### src/rtl/svc_fifo_pkg.sv
package svc_fifo_pkg;
  typedef enum logic {
    DIR_TO_HOST   = 1'b0,
    DIR_FROM_HOST = 1'b1
  } dir_e;
endpackage

### src/rtl/svc_fifo_store.sv
module svc_fifo_store #(
  parameter int unsigned WIDTH = 8,
  parameter int unsigned DEPTH = 16,
  localparam int unsigned AW = $clog2(DEPTH)
) (
  input  logic             clk_i,
  input  logic             rst_ni,
  input  logic             clr_i,
  input  logic             push_i,
  input  logic             pop_i,
  input  logic [WIDTH-1:0] data_i,
  output logic [WIDTH-1:0] data_o
);
  logic [WIDTH-1:0] mem_q [DEPTH];
  logic [AW-1:0]    wp_q, rp_q;

  always_ff @(posedge clk_i) begin
    if (push_i) mem_q[wp_q] <= data_i;
  end

  // power-of-two depth: pointers wrap naturally
  always_ff @(posedge clk_i or negedge rst_ni) begin
    if (!rst_ni) begin
      wp_q <= '0;
      rp_q <= '0;
    end else if (clr_i) begin
      wp_q <= '0;
      rp_q <= '0;
    end else begin
      if (push_i) wp_q <= wp_q + AW'(1);
      if (pop_i)  rp_q <= rp_q + AW'(1);
    end
  end

  assign data_o = mem_q[rp_q];
endmodule

### src/rtl/svc_fifo_level.sv
module svc_fifo_level #(
  parameter int unsigned DEPTH = 16,
  localparam int unsigned CW = $clog2(DEPTH) + 1
) (
  input  logic          clk_i,
  input  logic          rst_ni,
  input  logic          clr_i,
  input  logic          en_i,
  input  logic          wr_i,
  input  logic          rd_i,
  output logic          push_o,
  output logic          pop_o,
  output logic [CW-1:0] cnt_o,
  output logic [CW-1:0] cnt_n_o,
  output logic          full_o,
  output logic          empty_o,
  output logic          err_o
);
  localparam logic [CW-1:0] DEPTH_C = CW'(DEPTH);

  logic [CW-1:0] cnt_q;
  logic          err_q;

  assign empty_o = (cnt_q == '0);
  assign full_o  = en_i ? (cnt_q == DEPTH_C) : (cnt_q == CW'(1));
  assign push_o  = wr_i & ~full_o & ~clr_i;
  assign pop_o   = rd_i & ~empty_o & ~clr_i;
  assign cnt_n_o = clr_i ? '0 : cnt_q + CW'(push_o) - CW'(pop_o);

  always_ff @(posedge clk_i or negedge rst_ni) begin
    if (!rst_ni) begin
      cnt_q <= '0;
      err_q <= 1'b0;
    end else begin
      cnt_q <= cnt_n_o;
      if (!clr_i && ((wr_i && full_o) || (rd_i && empty_o))) err_q <= 1'b1;
    end
  end

  assign cnt_o = cnt_q;
  assign err_o = err_q;
endmodule

### src/rtl/svc_fifo_req.sv
module svc_fifo_req
  import svc_fifo_pkg::*;
#(
  parameter int unsigned DEPTH = 16,
  localparam int unsigned AW = $clog2(DEPTH),
  localparam int unsigned CW = AW + 1
) (
  input  logic          clk_i,
  input  logic          rst_ni,
  input  logic          clr_i,
  input  logic          en_n_i,
  input  logic [AW-1:0] thr_n_i,
  input  dir_e          dir_n_i,
  input  logic [CW-1:0] cnt_n_i,
  input  logic          sector_end_i,
  output logic          req_o
);
  localparam logic [CW-1:0] DEPTH_C = CW'(DEPTH);

  logic          req_q, flush_q;
  logic          req_n, flush_n, req_hold;
  logic [CW-1:0] thr_bytes, free_n;

  assign thr_bytes = CW'(thr_n_i) + CW'(1);
  assign free_n    = DEPTH_C - cnt_n_i;

  always_comb begin
    flush_n  = (clr_i || cnt_n_i == '0) ? 1'b0 : (flush_q | sector_end_i);
    req_hold = clr_i ? 1'b0 : req_q;
    if (dir_n_i == DIR_TO_HOST) begin
      if (!en_n_i)              req_n = (cnt_n_i != '0);
      else if (cnt_n_i == '0)   req_n = 1'b0;
      else                      req_n = req_hold | (cnt_n_i >= DEPTH_C - thr_bytes) | flush_n;
    end else begin
      if (!en_n_i)              req_n = (cnt_n_i == '0);
      else if (cnt_n_i == DEPTH_C) req_n = 1'b0;
      else                      req_n = req_hold | (free_n >= thr_bytes);
    end
  end

  always_ff @(posedge clk_i or negedge rst_ni) begin
    if (!rst_ni) begin
      req_q   <= 1'b0;
      flush_q <= 1'b0;
    end else begin
      req_q   <= req_n;
      flush_q <= flush_n;
    end
  end

  assign req_o = req_q;
endmodule

### src/rtl/svc_fifo.sv
module svc_fifo
  import svc_fifo_pkg::*;
#(
  parameter int unsigned WIDTH = 8,
  parameter int unsigned DEPTH = 16,
  localparam int unsigned AW = $clog2(DEPTH),
  localparam int unsigned CW = AW + 1
) (
  input  logic             clk_i,
  input  logic             rst_ni,
  input  logic             cfg_valid_i,
  input  logic             cfg_en_i,
  input  logic [AW-1:0]    cfg_thr_i,
  input  logic             cfg_dir_i,
  input  logic             wr_i,
  input  logic [WIDTH-1:0] wr_data_i,
  input  logic             rd_i,
  output logic [WIDTH-1:0] rd_data_o,
  input  logic             sector_end_i,
  output logic             req_o,
  output logic             full_o,
  output logic             empty_o,
  output logic [CW-1:0]    count_o,
  output logic             err_o
);
  logic          en_q, en_n;
  logic [AW-1:0] thr_q, thr_n;
  dir_e          dir_q, dir_n;
  logic          push, pop;
  logic [CW-1:0] cnt_n;

  assign en_n  = cfg_valid_i ? cfg_en_i : en_q;
  assign thr_n = cfg_valid_i ? cfg_thr_i : thr_q;
  assign dir_n = cfg_valid_i ? dir_e'(cfg_dir_i) : dir_q;

  always_ff @(posedge clk_i or negedge rst_ni) begin
    if (!rst_ni) begin
      en_q  <= 1'b0;
      thr_q <= '0;
      dir_q <= DIR_TO_HOST;
    end else begin
      en_q  <= en_n;
      thr_q <= thr_n;
      dir_q <= dir_n;
    end
  end

  svc_fifo_level #(.DEPTH(DEPTH)) level_i (
    .clk_i   (clk_i),
    .rst_ni  (rst_ni),
    .clr_i   (cfg_valid_i),
    .en_i    (en_q),
    .wr_i    (wr_i),
    .rd_i    (rd_i),
    .push_o  (push),
    .pop_o   (pop),
    .cnt_o   (count_o),
    .cnt_n_o (cnt_n),
    .full_o  (full_o),
    .empty_o (empty_o),
    .err_o   (err_o)
  );

  svc_fifo_store #(.WIDTH(WIDTH), .DEPTH(DEPTH)) store_i (
    .clk_i  (clk_i),
    .rst_ni (rst_ni),
    .clr_i  (cfg_valid_i),
    .push_i (push),
    .pop_i  (pop),
    .data_i (wr_data_i),
    .data_o (rd_data_o)
  );

  svc_fifo_req #(.DEPTH(DEPTH)) req_i (
    .clk_i        (clk_i),
    .rst_ni       (rst_ni),
    .clr_i        (cfg_valid_i),
    .en_n_i       (en_n),
    .thr_n_i      (thr_n),
    .dir_n_i      (dir_n),
    .cnt_n_i      (cnt_n),
    .sector_end_i (sector_end_i),
    .req_o        (req_o)
  );
endmodule

### config.mk
export PLATFORM = sky130hd
export DESIGN_NAME = svc_fifo
export DESIGN_NICKNAME = d
export VERILOG_FILES = /design/src/rtl/svc_fifo_pkg.sv /design/src/rtl/svc_fifo_store.sv /design/src/rtl/svc_fifo_level.sv /design/src/rtl/svc_fifo_req.sv /design/src/rtl/svc_fifo.sv
export SDC_FILE = /design/constraint.sdc
export NUM_CORES = 1
export LEC_CHECK = 0
export CELL_PAD_IN_SITES_DETAIL_PLACEMENT = 1
export CELL_PAD_IN_SITES_GLOBAL_PLACEMENT = 1
export CORE_MARGIN = 1
export CORE_UTILIZATION = 45
export CTS_BUF_LIST = sky130_fd_sc_hd__clkbuf_16
export CTS_CLUSTER_SIZE = 10
export DETAILED_ROUTE_END_ITERATION = 16
export MAX_ROUTING_LAYER = met4
export PLACE_DENSITY_LB_ADDON = 0.1
export SYNTH_ARGS = -nofsm -noshare
export SYNTH_HDL_FRONTEND = slang
export SYNTH_SLANG_ARGS = --single-unit
### constraint.sdc
create_clock -name clk_i -period 5.75 [get_ports clk_i]
set_input_delay 0.575 -clock clk_i [delete_from_list [all_inputs] [get_ports clk_i]]
set_output_delay 0.575 -clock clk_i [all_outputs]
set_load 0.02 [all_outputs]
==> flow_metrics.tcl, run 1 <==
set metrics [dict create \
    status "completed" \
    clock_skew_ns 0.0138 \
    drt_first_iter_violations 237 \
    die_w_um 123 \
    async_flop_share_pct 14.7 \
    dp_hpwl_um 9980 \
    yosysTopAreaCell "edfxtp_1" \
    ys_seq_area_share_pct 66.7 \
    clk_latency_ns 0.42 \
    relSlewSlack_pct 28.6 \
    power.density_nw_per_um2 444 \
    cts_max_level 4 \
    ys_warn_count 0 \
    insertedDiodeCount 0 \
    path_delay_family "adder cells" \
    grt_util_all_layers_pct 21.9 \
    yosysTopAreaCellShare_pct 58.3 \
    die_y_um 123 \
    tightest_slew_ns 1.07 \
    avgSynthCellArea_um2 15.4 \
    cts_buffers 17 \
    core_um2 14100 \
    drt_drc_violations_left 0 \
    setup_viol 0 \
    syn-num-nets 473 \
    crit_fanout 5 \
    io_buffers 36 \
    ys_ff_latch 150 \
    post_cts_resized 0 \
    cp_num_buf_inv 6 \
    stdcell_count 663 \
    ir_worst_vdd_mv 0.207 \
    synth_cell_types 43 \
    grt_pass1_vias 4002 \
    place_congestion 0.807 \
    antenna_found_initial 0 \
    synth_ff_type "edfxtp_1" \
    std_cell_rows 43 \
    num-nets-final 517 \
    syn_inst 427 \
    finalCritPeriodShare_pct 75.9 \
    layout_commonest_cell "edfxtp_1" \
    synth_edf_count 128 \
    path_cells "inv_1 > ha_1 > nand2b_1 > a21o_1 > inv_2 > nor3_2 > inv_1 > ha_1 > inv_1 > ha_1 > fa_1 > nor2b_1 > inv_1 > ha_1 > nor3b_1 > ha_1 > inv_1 > ha_1 > a221oi_1 > o21ai_0 > nand4b_1 > nand3_1" \
    fin_crit_ns 4.37 \
    dieArea_um2 15100 \
    grt_pass1_wl_um 22700 \
    drive_above_1_share_pct 14.1 \
    initial_utilization_pct 46.8 \
    cp.arrival_ns 4.65 \
    firstDrtPassIters 5 \
    syn-cell-area_um2 6590 \
    ant_nets 0 \
    grt_max_degree 34 \
    clkSlewWorstSetupHoldPaths_ns 0.06 \
    rsz0062_at_grt "no" \
    syn2layout_area_growth_pct 17.3 \
    finalHoldViolCount 0 \
    crit_slowest_cell "fa_1" \
    wirelength_um 14600 \
    final_util_pct 54.8 \
    viasPerCell 5.52 \
    maxSlewViolCount 0 \
    cts.sinks 150 \
    clockBufferDepth 2 \
    hold_ws_ns 0.496 \
    crit_required_ns 6.03 \
    io_pins 37 \
    fin_ws_ns 1.38 \
    fmax_ghz 0.229 \
    hold_buffers 0 \
    hold_path.class "register to register" \
    vias 3662 \
    cts_tree "yes" \
    fill_cells 1344 \
    tns_ns 0 \
    gr-total-overflow 0 \
    endpoint_kind "register" \
    wire_per_inst_um 21.9 \
    pre_cts_ws_ns 1.03 \
    critPathMaxStageDelay_ns 0.49 \
    leakagePower_uw 0.00272 \
    startpoint_type "register" \
    dp.cells 632 \
    yosys-top-cells-area "edfxtp_1, dfrtp_1, mux4_2, ha_1, mux2i_1" \
    crit_type "register to register" \
    root_buffer "clkbuf_16" \
    maxCapViolations 0 \
    layout_common_cells "edfxtp_1, clkdlybuf4s50_1, mux2i_1, nor2_1, ha_1" \
    post_cts_buffers 0 \
    cp_common_cell "ha_1" \
]
[cells by family (layout without fill, tap and decap cells)]
group	Yosys count	after routing	share of synthesized area (%)
AOI/OAI and AO/OA	60	60	5.75
xor gates and xnor gates	15	15	1.99
adders and majority gates	26	26	5.05
buffers and inverters	36	92	2.68
DFF	150	150	66.7
muxes	55	55	11.7
and+or+nand+nor	85	85	6.17
[power breakdown]
| part | internal, µW | switching, µW | total (µW) |
|---|---|---|---|
| sequential | 1230 | 96.7 | 1330 |
| clock | 722 | 427 | 1150 |
| combinational | 476 | 479 | 954 |
[layout make-up]
| cell class | count | area, µm² | area share, % |
|---|---|---|---|
| well taps | 180 | 225 | 2.91 |
| multi-input cells | 241 | 2020 | 26.1 |
| inverters | 18 | 67.6 | 0.874 |
| flip-flops and latches | 150 | 4400 | 56.9 |
| clock inverters | 14 | 185 | 2.40 |
| clock buffers | 17 | 425 | 5.50 |
| repair buffers | 43 | 413 | 5.34 |
[sequential cells by signal, indices dropped and copies added (netlist names)]
| name | flops |
|---|---|
| dir_q | 1 |
| en_q | 1 |
| level_i.cnt_o | 5 |
| level_i.err_o | 1 |
| req_i.flush_q | 1 |
| req_i.req_o | 1 |
| store_i.mem_q | 128 |
| store_i.rp_q | 4 |
| store_i.wp_q | 4 |
| thr_q | 4 |
[synth_stat cells (3+ instances only)]
cell	instances
inv_1	16
a22oi_1	9
buf_6	3
buf_2	6
nand2_1	22
nor2_1	26
o21ai_0	19
mux2_2	11
xnor2_1	9
dfrtp_1	22
xor2_1	6
nand2b_1	5
buf_4	3
a221oi_1	9
clkbuf_1	5
edfxtp_1	128
mux2i_1	27
a21oi_1	15
nor2b_1	3
nand3_1	13
a21o_1	3
ha_1	25
nor3_1	7
mux4_2	16
[stage by stage]
stage	power, µW	cell area, µm²
after floorplan	2020	6590
after global placement	2290	7120
after detailed placement	2310	7120
after CTS	3470	7730
after global routing	3610	7730
final	3430	7730
[final timing paths]
kind | start | end | slack [ns] | cells after the start
setup / recovery | level_i.cnt_o[2] | req_i.req_o | 1.38 | 22
hold / removal | level_i.err_o | level_i.err_o | 0.50 | 1
setup reg to reg | level_i.cnt_o[2] | req_i.req_o | 1.38 | 22
hold reg to reg | level_i.err_o | level_i.err_o | 0.50 | 1
max in group asynchronous | rst_ni | store_i.rp_q[0] | 4.29 | 1
min in group asynchronous | rst_ni | thr_q[0] | 0.74 | 1
[routing by layer]
layer  up-vias  track usage [%]  part of all wire (%)
met5         -                -                     0
met4         0             6.85                   1.3
met3        19             4.38                   2.3
met2        44             34.3                    48
met1      1888             28.8                    48
li1       1711                -                     -
Note: power is estimated with default switching activity, not from simulation.
==> inputs of run 2 (changes only) <==
Clock period 5.75 ns to 3.9 ns, I/O delays scaled along.
==> run 2 against run 1 <==
  * Die area did not move
  * First-iteration DRC count down 3.8%
  * Highest routed layer unchanged
  * Combinational power increased by 96%
  * Critical endpoint unchanged
  * Sequential power rose by 41%
  * Core utilization grew 1.9 points
==> flow_metrics.tcl, run 2 (synthesized netlist as in run 1, its figures left out) <==
set metrics [dict create \
    clock_skew_ns 0.00967 \
    crit_slowest_cell "fa_2" \
    ir_worst_vdd_mv 0.299 \
    syn2layout_area_growth_pct 21.3 \
    crit_required_ns 4.19 \
    cp.arrival_ns 4.08 \
    layout_common_cells "edfxtp_1, clkdlybuf4s50_1, mux2i_1, nor2_1" \
    viasPerCell 5.56 \
    largest_register_ffs 128 \
    finalHoldViolCount 0 \
    place_congestion 0.787 \
    regMostFlops "store_i.mem_q" \
    wirelength_um 14900 \
    layout_commonest_cell "edfxtp_1" \
    core_um2 14100 \
    std_cell_rows 43 \
    die_y_um 123 \
    fmax_ghz 0.264 \
    drt_first_iter_violations 228 \
    cts_max_level 4 \
    drt_drc_violations_left 0 \
    critPathMaxStageDelay_ns 0.42 \
    clk_latency_ns 0.42 \
    rsz0062_at_grt "yes" \
    grt_max_degree 49 \
    cts_tree "yes" \
    path_cells "or3b_1 > a21o_1 > inv_2 > nor3_2 > inv_1 > ha_1 > inv_2 > ha_4 > fa_2 > nor2b_4 > inv_1 > ha_4 > nor3b_4 > ha_4 > inv_2 > ha_4 > a221oi_2 > o21ai_1 > nand4b_1 > nand3_1" \
    tightest_slew_ns 1.14 \
    grt_util_all_layers_pct 22.3 \
    root_buffer "clkbuf_16" \
    io_pins 37 \
    vias 3782 \
    stdcell_count 680 \
    crit_type "register to register" \
    drive_above_1_share_pct 21.6 \
    ant_nets 0 \
    io_buffers 36 \
    switching_share_pct 30.5 \
    endpoint_kind "register" \
    cts.sinks 150 \
    pre_cts_ws_ns -0.0563 \
    cts_buffers 17 \
    path_delay_family "adder cells" \
    tns_ns 0 \
    combPwrFrac_pct 34.5 \
    finalCritPeriodShare_pct 97.0 \
    startpoint_type "register" \
    num-nets-final 533 \
    fin_crit_ns 3.78 \
    gr-total-overflow 0 \
    grt_pass1_wl_um 23200 \
    switchingPower_uw 1660 \
    fin_ws_ns 0.115 \
    power.density_nw_per_um2 680 \
    power_frac_seq_pct 34.5 \
    insertedDiodeCount 0 \
    hold_ws_ns 0.490 \
    crit_fanout 4 \
    cp_common_cell "ha_4" \
    initial_utilization_pct 46.8 \
    dp.cells 642 \
    clkSlewWorstSetupHoldPaths_ns 0.06 \
    clockBufferDepth 2 \
    wire_per_inst_um 22.0 \
    grt_pass1_vias 4107 \
    hold_buffers 0 \
    antenna_found_initial 0 \
    hold_path.class "register to register" \
    dieArea_um2 15100 \
    firstDrtPassIters 4 \
    cp_num_buf_inv 5 \
    clockPowerShare_pct 31.1 \
    finalPower_uw 5430 \
    maxSlewViolCount 0 \
    setup_viol 0 \
    status "completed" \
    leakagePower_uw 0.00282 \
    intPower_uw 3770 \
    dp_hpwl_um 9940 \
    relSlewSlack_pct 23.9 \
    maxCapViolations 0 \
    die_w_um 123 \
]
## run 2: metal layers
| metal | vias up | wire length (µm) | share of wire, % | GRT usage (%) |
|---|---|---|---|---|
| li1 | 1748 | - | - | - |
| met1 | 1947 | 6880 | 46 | 29.4 |
| met2 | 73 | 7240 | 48 | 34.0 |
| met3 | 14 | 660 | 4.4 | 5.54 |
| met4 | 0 | 155 | 1.0 | 7.38 |
| met5 | - | 0 | 0 | - |
## run 2: path summary, 6_finish.rpt
check                                 start  depth (start not counted)         endpoint  slack, ns
setup / recovery           level_i.cnt_o[4]                         20      req_i.req_o       0.12
hold / removal                level_i.err_o                          1    level_i.err_o       0.49
setup reg to reg           level_i.cnt_o[4]                         20      req_i.req_o       0.12
hold reg to reg               level_i.err_o                          1    level_i.err_o       0.49
max in group asynchronous            rst_ni                          1  store_i.rp_q[0]       2.56
min in group asynchronous            rst_ni                          1         thr_q[0]       0.58
## run 2: stage by stage
| stage | area (µm²) | utilization [%] |
|---|---|---|
| finish | 8000 | 56.7 |
| global route | 8000 | 56.7 |
| CTS | 7880 | 55.9 |
| detailed placement | 7280 | 51.6 |
| global placement | 7280 | 51.6 |
| floorplan | 6660 | - |
## run 2: timing repair
item,4_1_cts,5_1_grt
setup endpoints to repair,0,1
resized for setup,0,12
hold endpoints to repair,0,0
buffers inserted,0,6
## run 2: power groups by stage
stage	clock network, µW	registers, µW	logic [µW]
6_report	1690	1870	1870
5_1_grt	1770	1880	2060
4_1_cts	1720	1880	1720
3_5_place_dp	0	1910	1690
3_3_place_gp	0	1900	1650
2_1_floorplan	0	1920	1160
## run 2: cell type report
cell class                      count  area, µm²
Fill cell                        1357       6100
Sequential cell                   150       4400
Multi-Input combinational cell    241       2150
Timing Repair Buffer               59        546
Clock buffer                       17        425
Tap cell                          180        225
Clock inverter                     15        180
Inverter                           18       67.6
==> inputs of run 3 (changes only) <==
Settings changed: ABC_AREA set to 1, CORE_UTILIZATION 45 to 43.
==> run 3 against run 2 <==
  * Final area is 1.8% higher
  * Via count is 26% higher
  * Largest power group unchanged
  * Non-clock buffer count is 10 lower
  * Routed wire length rose by 16%
  * Synthesized area increased by 6.2%
  * Combinational power shrank 9%
  * Critical path depth rose by 7
  * First-iteration DRC count increased by 13%
  * Count of clock-buffer cells in the layout unchanged
  * Hold slack lost 0.030 ns
==> flow_metrics.tcl, run 3 <==
set metrics [dict create \
    ys_seq_area_share_pct 62.8 \
    grt_pass1_vias 5036 \
    io_buffers 36 \
    place_area_um2 7500 \
    synthMuxAreaShare_pct 0 \
    drt_first_iter_violations 257 \
    yosys-top-cells-area "edfxtp_1, nand2_1, dfrtp_1, ha_1, nor2_1" \
    multi_input_area_um2 2190 \
    dp_hpwl_um 11600 \
    ys_warn_count 0 \
    synth_commonest_cells "nand2_1, edfxtp_1, nor2_1" \
    leakagePower_uw 0.00324 \
    maxSlewViolCount 0 \
    drt_drc_violations_left 0 \
    wire_per_inst_um 18.6 \
    syn2layout_area_growth_pct 16.4 \
    io_pins 37 \
    dieArea_um2 16800 \
    std_cell_rows 46 \
    setup_viol 0 \
    endpoint_kind "register" \
    critPathLaunch "level_i.cnt_o[3]" \
    grt_max_degree 69 \
    min_to "level_i.err_o" \
    fill_cells 1769 \
    place_congestion 0.804 \
    cts_tree "yes" \
    seq_area_um2 4400 \
    gr-total-overflow 0 \
    initial_utilization_pct 44.1 \
    synth_ff_type "edfxtp_1" \
    syn_inst 664 \
    power.density_nw_per_um2 645 \
    clkSlewWorstSetupHoldPaths_ns 0.06 \
    tns_ns 0 \
    crit_type "register to register" \
    cp.arrival_ns 3.94 \
    relSlewSlack_pct 23.4 \
    hold_path.class "register to register" \
    layout_common_cells "nand2_1, edfxtp_1, nor2_1, inv_1, clkdlybuf4s50_1" \
    r2r_slack_ns 0.28 \
    yosysMostFrequentCell "nand2_1" \
    cts.sinks 150 \
    hold_path_depth 1 \
    hold_start "level_i.err_o" \
    crit_required_ns 4.22 \
    regMostFlops "store_i.mem_q" \
    design_area_um2 8140 \
    viasPerCell 5.11 \
    crit_fanout 3 \
    ant_nets 0 \
    clock_skew_ns 0.00709 \
    insertedDiodeCount 0 \
    startpoint_type "register" \
    hold_buffers 0 \
    maxCapViolations 0 \
    vias 4777 \
    antenna_found_initial 0 \
    firstDrtPassIters 4 \
    wirelength_um 17300 \
    grt_util_all_layers_pct 23.2 \
    num-nets-final 752 \
    root_buffer "clkbuf_16" \
    largest_register_ffs 128 \
    rsz0062_at_grt "no" \
    finalHoldViolCount 0 \
    ys_ff_latch 150 \
    tightest_slew_ns 1.15 \
    clockBufferDepth 2 \
    final_util_pct 51.3 \
    synth-xor-area-share_pct 0.626 \
    yosys.area_share.adder_pct 4.76 \
    r2r_cells 27 \
    die_w_um 130 \
    rr_startpoint "level_i.cnt_o[3]" \
    fin_crit_ns 3.62 \
    syn-num-nets 710 \
    die_y_um 130 \
    synth_cell_types 33 \
    yosysTopAreaCellShare_pct 54.9 \
    syn-cell-area_um2 7000 \
    layout_commonest_cell "nand2_1" \
    cts_buffers 17 \
    synth_compound_area_share_pct 7.81 \
    finalCritPeriodShare_pct 92.9 \
    worstReg2RegEnd "req_i.req_o" \
    drive_above_1_share_pct 11.1 \
    fmax_ghz 0.276 \
    yosysTopAreaCell "edfxtp_1" \
    async_flop_share_pct 14.7 \
    grt_pass1_wl_um 26900 \
    core_um2 15900 \
    synth_top_family_by_area "simple AND/OR/NAND/NOR gates" \
    synth-simple-area-share_pct 17.9 \
    ir_worst_vdd_mv 0.366 \
    cts_max_level 4 \
    synth_edf_count 128 \
    clk_latency_ns 0.42 \
    avgSynthCellArea_um2 10.5 \
    status "completed" \
]
==> run 3: changes by cell type after synthesis, sizes merged, moves of 16 or more <==
cell,delta
o21ai,+26
nand3,+21
a21oi,+23
mux4,-16
mux2i,-27
nor2,+53
nand2,+156
inv,+42
==> run 3: power by group <==
group	total (µW)	internal [µW]	leakage, µW	switching, µW
combinational	1700	638	0.00152	1060
sequential	1880	1820	0.00143	55.2
clock	1670	1010	0.000294	663
total	5250	3470	0.00324	1780
==> run 3: worst max path at each step <==
stage / endpoint / slack, ns
global placement: req_i.req_o / 0.18
CTS: req_i.req_o / 0.15
floorplan: req_i.req_o / 0.08
finish: req_i.req_o / 0.28
detailed placement: req_i.req_o / 0.12
global route: req_i.req_o / 0.0004
==> run 3: per-layer routing <==
layer	vias to the layer above	track usage, %	wire length [µm]
met3	21	4.17	501
met1	2346	26.0	7310
met2	83	41.3	9190
met5	-	-	0
li1	2327	-	-
met4	0	8.00	342
==> run 3: repair_timing <==
action	in CTS	in global routing
setup buffers	0	3
resized for setup	0	6
setup endpoints to repair	0	1
==> run 3: area by class of cell <==
cell class	instances	area share, %
clock buffer	17	5.22
clock inverter	15	2.18
inverter	60	2.80
multi-input combinational	428	26.9
sequential	150	54.0
tap	216	3.32
timing repair buffer	49	5.62
==> run 3: critical path: stages (launching register included) <==
cell	delay (ns)
dfrtp_1	0.39
inv_2	0.06
ha_1	0.17
nand2_1	0.08
inv_2	0.05
nand2_2	0.08
o21ai_4	0.07
inv_2	0.06
nand2_1	0.07
ha_1	0.28
inv_1	0.04
ha_1	0.19
fa_1	0.48
inv_1	0.04
nor2_2	0.09
inv_1	0.05
ha_1	0.20
nand3b_1	0.09
inv_1	0.06
ha_1	0.26
inv_1	0.04
ha_1	0.28
a21oi_1	0.15
nand2_1	0.06
nand2_1	0.05
nand2_1	0.04
nand2_1	0.05
inv_1	0.03
==> run 3: logic make-up after synthesis <==
logic type | count (synthesis)
AND/OR/NAND/NOR | 299
flip-flops | 150
adder cells (fa/ha/maj) | 26
AO/OA/AOI/OAI | 98
XOR/XNOR | 5
buffers and inverters | 86
==> run 3: metrics by stage <==
step	setup slack, ns	hold WS (ns)	total power (µW)	cells
final	0.276	0.460	5250	935
after floorplan	0.0837	0.0944	3060	664
after CTS	0.153	0.466	5280	932
after detailed placement	0.116	0.446	3600	900
after global placement	0.181	0.444	3540	900
after global routing	0.000374	0.498	5570	935
